$ cat config.mk
export PLATFORM = sky130hd
export DESIGN_NAME = smbus_pec_unit
export DESIGN_NICKNAME = d
export VERILOG_FILES = /design/src/rtl/pec_pkg.sv /design/src/rtl/pec_crc_core.sv /design/src/rtl/pec_check.sv /design/src/rtl/smbus_pec_unit.sv
export SDC_FILE = /design/constraint.sdc
export NUM_CORES = 1
export LEC_CHECK = 0
export ABC_CLOCK_PERIOD_IN_PS = 2160
export BUFFER_PORTS_ARGS = -buffer_cell sky130_fd_sc_hd__buf_2
export CAP_MARGIN = 20
export CORE_AREA = 2 2 50 52
export DETAILED_ROUTE_END_ITERATION = 10
export DIE_AREA = 0 0 52 54
export PLACE_DENSITY_LB_ADDON = 0.2
export SETUP_SLACK_MARGIN = 0.05
export SYNTH_ARGS = -nofsm -noshare
export SYNTH_HDL_FRONTEND = slang
export SYNTH_SLANG_ARGS = --single-unit
$ cat constraint.sdc
create_clock -name clk -period 2.16 [get_ports clk]
set_input_delay 0.432 -clock clk [delete_from_list [all_inputs] [get_ports clk]]
set_output_delay 0.432 -clock clk [all_outputs]
set_load 0.02 [all_outputs]
$ cat src/rtl/pec_pkg.sv
package pec_pkg;

  localparam int unsigned PEC_W = 8;

  typedef logic [PEC_W-1:0] pec_t;

  // Folds one whole byte into the code, MSB first, in a single step.
  function automatic pec_t pec_fold(pec_t crc, pec_t din, pec_t poly);
    pec_t acc;
    acc = crc ^ din;
    for (int k = 0; k < PEC_W; k++) begin
      if (acc[PEC_W-1]) acc = (acc << 1) ^ poly;
      else              acc = acc << 1;
    end
    return acc;
  endfunction

endpackage

$ cat src/rtl/pec_crc_core.sv
module pec_crc_core
  import pec_pkg::*;
#(
  parameter pec_t POLY = 8'h07,
  parameter pec_t INIT = 8'h00
) (
  input  logic clk,
  input  logic rst_n,
  input  logic stb,
  input  logic restart,
  input  logic hold,
  input  pec_t din,
  output pec_t crc_q,
  output pec_t crc_base
);

  pec_t crc_nxt;

  // The code a PEC byte is compared against: INIT if this byte opens a message.
  always_comb begin
    crc_base = restart ? INIT : crc_q;
    crc_nxt  = hold ? crc_base : pec_fold(crc_base, din, POLY);
  end

  always_ff @(posedge clk or negedge rst_n) begin
    if (!rst_n)   crc_q <= INIT;
    else if (stb) crc_q <= crc_nxt;
  end


  idle_hold_chk: assert property (@(posedge clk) disable iff (!rst_n)
    !stb |=> $stable(crc_q));


  pec_not_folded_chk: assert property (@(posedge clk) disable iff (!rst_n)
    (stb && hold && !restart) |=> $stable(crc_q));


  restart_pec_zero_chk: assert property (@(posedge clk) disable iff (!rst_n)
    (stb && hold && restart) |=> (crc_q == INIT));

endmodule

$ cat src/rtl/pec_check.sv
module pec_check
  import pec_pkg::*;
(
  input  logic clk,
  input  logic rst_n,
  input  logic stb,
  input  logic is_pec,
  input  logic rx_mode,
  input  pec_t rx_byte,
  input  pec_t code,
  output logic match_q,
  output logic err_q,
  output logic nack_q
);

  logic cmp_neq;
  logic pec_seen;

  assign cmp_neq  = (rx_byte != code);
  assign pec_seen = stb && is_pec;

  always_ff @(posedge clk or negedge rst_n) begin
    if (!rst_n) begin
      match_q <= 1'b0;
      err_q   <= 1'b0;
      nack_q  <= 1'b0;
    end else begin
      nack_q <= pec_seen && rx_mode && cmp_neq;
      if (stb) begin
        match_q <= is_pec && !cmp_neq;
        err_q   <= is_pec && cmp_neq;
      end
    end
  end


  flags_exclusive_chk: assert property (@(posedge clk) disable iff (!rst_n)
    !(match_q && err_q));


  nack_with_err_chk: assert property (@(posedge clk) disable iff (!rst_n)
    nack_q |-> err_q);


  nack_follows_pec_chk: assert property (@(posedge clk) disable iff (!rst_n)
    nack_q |-> $past(pec_seen));


  flags_clear_chk: assert property (@(posedge clk) disable iff (!rst_n)
    (stb && !is_pec) |=> (!match_q && !err_q));


  flags_hold_chk: assert property (@(posedge clk) disable iff (!rst_n)
    !stb |=> ($stable(match_q) && $stable(err_q)));

endmodule

$ cat src/rtl/smbus_pec_unit.sv
module smbus_pec_unit
  import pec_pkg::*;
#(
  parameter logic [7:0] POLY = 8'h07,
  parameter logic [7:0] INIT = 8'h00
) (
  input  logic       clk,
  input  logic       rst_n,
  input  logic       byte_vld,
  input  logic [7:0] byte_data,
  input  logic       msg_start,
  input  logic       pec_mark,
  input  logic       rx_mode,
  output logic [7:0] pec_code,
  output logic       pec_match,
  output logic       pec_err,
  output logic       nack_req
);

  pec_t crc_q;
  pec_t crc_base;

  pec_crc_core #(.POLY(POLY), .INIT(INIT)) u_core (
    .clk      (clk),
    .rst_n    (rst_n),
    .stb      (byte_vld),
    .restart  (msg_start),
    .hold     (pec_mark),
    .din      (byte_data),
    .crc_q    (crc_q),
    .crc_base (crc_base)
  );

  pec_check u_check (
    .clk     (clk),
    .rst_n   (rst_n),
    .stb     (byte_vld),
    .is_pec  (pec_mark),
    .rx_mode (rx_mode),
    .rx_byte (byte_data),
    .code    (crc_base),
    .match_q (pec_match),
    .err_q   (pec_err),
    .nack_q  (nack_req)
  );

  assign pec_code = crc_q;


  nack_rx_only_chk: assert property (@(posedge clk) disable iff (!rst_n)
    nack_req |-> $past(rx_mode && byte_vld && pec_mark));

endmodule

==> impl_metrics.toml <==
[setup_path]
r2r_slack_ns = 0.46
crit_fanout = 6
required_ns = 2.31
criticalPathCategory = "flop to flop"
r2r_start = "u_core.crc_q[2]$_DFFE_PN0P_"
arrival_ns = 1.85
worstRegToRegCells = 5
end_kind = "flop"
critPathLaunchType = "flop"
r2r-end = "u_core.crc_q[3]$_DFFE_PN0P_"

[synth]
ys_ff_latch = 11
synth.distinct_cells = 29
synth-edff-count = 0
synthCells = 105
synth.top_cell.area_share = 0.278
yosysMostFrequentCell = "xnor2_1"
syn_nets = 119
yosysWarnings = 0
ys_async_sr_fraction = 1.00
yosysSeqAreaShare = 0.278
yosysTopAreaCell = "dfrtp_1"
synth_area_per_cell_um2 = 9.44
ys.flop_type = "dfrtp_1"
synth.top_cells.by_area = "dfrtp_1 (28%), xnor2_1 (18%), xnor3_1 (6.8%), nor2_1 (6.1%), o32ai_1 (3.5%)"
mappedNetlistArea_um2 = 991
ys_top_cells_by_count = "xnor2_1 (20), nor2_1 (16), dfrtp_1 (11), nand2_1 (8), o21ai_0 (6)"

[global_routing]
grt_pass1_vias = 734
antenna_found_initial = 0
grt_max_degree = 20
grt_pass1_wl_um = 3350
grt_usage = 0.163
grt_overflow = 0

[timing]
max_slew_margin = 0.591
finalSetupViolCount = 0
finalHoldViolCount = 0
slew_violations = 0
rsz0062_at_grt = "no"
period_share = 0.786
worst_slew_pin_slew_ns = 0.607
clock.fmax_mhz = 589
tns_ns = 0
hold_slack_ns = 0.0201
fin_crit_ns = 1.70
fin_ws_ns = 0.463
skew_ns = 0.00556

[power_and_ir_drop]
powerDensity_mw_per_mm2 = 1180
combPwrFrac = 0.590
p_total_mw = 1.34
sw_frac_of_total = 0.440
p_switching_uw = 591
seqPwrFrac = 0.303
pwr-share-clk = 0.107
ir_drop_v = 0.000507
cellLeakagePower_nw = 0.506
internal_power_uw = 751

[placement]
gp_congestion = 0.771
dpl-instance-area_mm2 = 0.00111
placed_cells = 153
numPortBuffers = 24
dp_slack_ns = 0.224
dp_hpwl_um = 1530

[cts]
cts_resized = 0
h-tree-depth = 1
clkTransAtPathRegs_ns = 0.08
cts_setup_buffers = 0
clk_path_buf_depth = 2
tritoncts = "done"
clockRootBuffer = "clkbuf_4"
clock_sinks = 11
cts_made_buffers = 3
clk_latency_ns = 0.27
cts_hold_buf = 0

[floorplanning]
die_w_um = 52
row_count = 18
ios = 25
design.die.area_mm2 = 0.00281
core_area_mm2 = 0.00232
initial_core_util = 0.427
fp.dieH_um = 54

[cells_and_area]
drive_above_1_share = 0.268
insertedDiodeCount = 0
num-fill-cells = 234
final_util = 0.489
nets = 142
synthToLayoutAreaGrowth_pct = 14.4
finalInstanceArea_mm2 = 0.00113
fin_cells = 157

[route]
viasPerCell = 5.21
drc = 0
dr.pass1.iters = 3
vias = 818
drt_iter0_drc = 10
ant_nets = 0
wl_per_cell_um = 12.9
drt-total-wl_um = 2020

[run]
timing.max_cap.violations = 0

[outcome]
status = "finished, final reports clean"

[hold_path]
hold_path.class = "input pin to async pin"
## sequential cells by signal (all words and copies together) (netlist names)
signal	flops
u_core.crc_q	8
u_check.err_q	1
u_check.match_q	1
u_check.nack_q	1
## worst max-delay path by stage
| stage | start | end | slack (ns) | depth (start not counted) |
|---|---|---|---|---|
| 6_report | u_core.crc_q[2]$_DFFE_PN0P_ | u_core.crc_q[3]$_DFFE_PN0P_ | 0.46 | 5 |
| 5_1_grt | u_core.crc_q[2]$_DFFE_PN0P_ | u_core.crc_q[3]$_DFFE_PN0P_ | 0.32 | 5 |
| 4_1_cts | u_core.crc_q[2]$_DFFE_PN0P_ | u_core.crc_q[3]$_DFFE_PN0P_ | 0.45 | 5 |
| 3_5_place_dp | msg_start | u_core.crc_q[3]$_DFFE_PN0P_ | 0.22 | 6 |
| 3_3_place_gp | msg_start | u_core.crc_q[3]$_DFFE_PN0P_ | 0.27 | 6 |
| 2_1_floorplan | u_core.crc_q[2]$_DFFE_PN0P_ | u_core.crc_q[3]$_DFFE_PN0P_ | 0.49 | 5 |
## layout make-up
class | count | area (um^2) | share of cell area
multi-input cells | 86 | 666 | 0.587
flip-flops and latches | 11 | 275 | 0.243
repair buffers | 24 | 120 | 0.106
well taps | 30 | 37.5 | 0.0331
clock buffers | 3 | 22.5 | 0.0199
inverters | 2 | 7.51 | 0.00662
clock inverters | 1 | 5.00 | 0.00442
## power by group through the flow
stage / Clock [mW] / Combinational, mW / Sequential (mW)
5_1_grt: 0.157 / 0.878 / 0.428
4_1_cts: 0.148 / 0.801 / 0.408
3_3_place_gp: 0 / 0.793 / 0.408
3_5_place_dp: 0 / 0.798 / 0.412
6_report: 0.143 / 0.792 / 0.407
2_1_floorplan: 0 / 0.614 / 0.435
## cells by family after synthesis
logic type	Yosys count	synth area share
and+or+nand+nor	37	0.202
xor gates and xnor gates	28	0.323
buffers and inverters	8	0.0505
AOI/OAI and AO/OA	21	0.146
DFF	11	0.278
## placed cells by master (no fill, tap or decap), types with 2 or more instances in the layout
cell	count
nor2b_1	4
xor2_1	3
dfrtp_1	11
xnor2_1	20
o21ai_0	6
a22oi_1	2
a41o_1	2
nand2_1	8
buf_2	24
inv_1	2
clkbuf_4	3
o32ai_1	4
a31oi_1	4
xnor3_1	3
nor4bb_1	3
nor2_1	16
## metal layers
layer  vias to the layer above  track usage  routed length (um)
li1                        414            -                   -
met1                       387        0.207                 919
met2                        17        0.283                1000
met3                         0       0.0500                  96
met4                         0       0.0132                   0
met5                         -            0                   0
## critical path: stages, from the launching register on
cell and delay, ns:
dfrtp_1 0.43, nor2b_2 0.18, xnor2_1 0.24, xnor3_1 0.49, xnor2_1 0.16, o21ai_0 0.08
(Power assumes the default switching activity.)
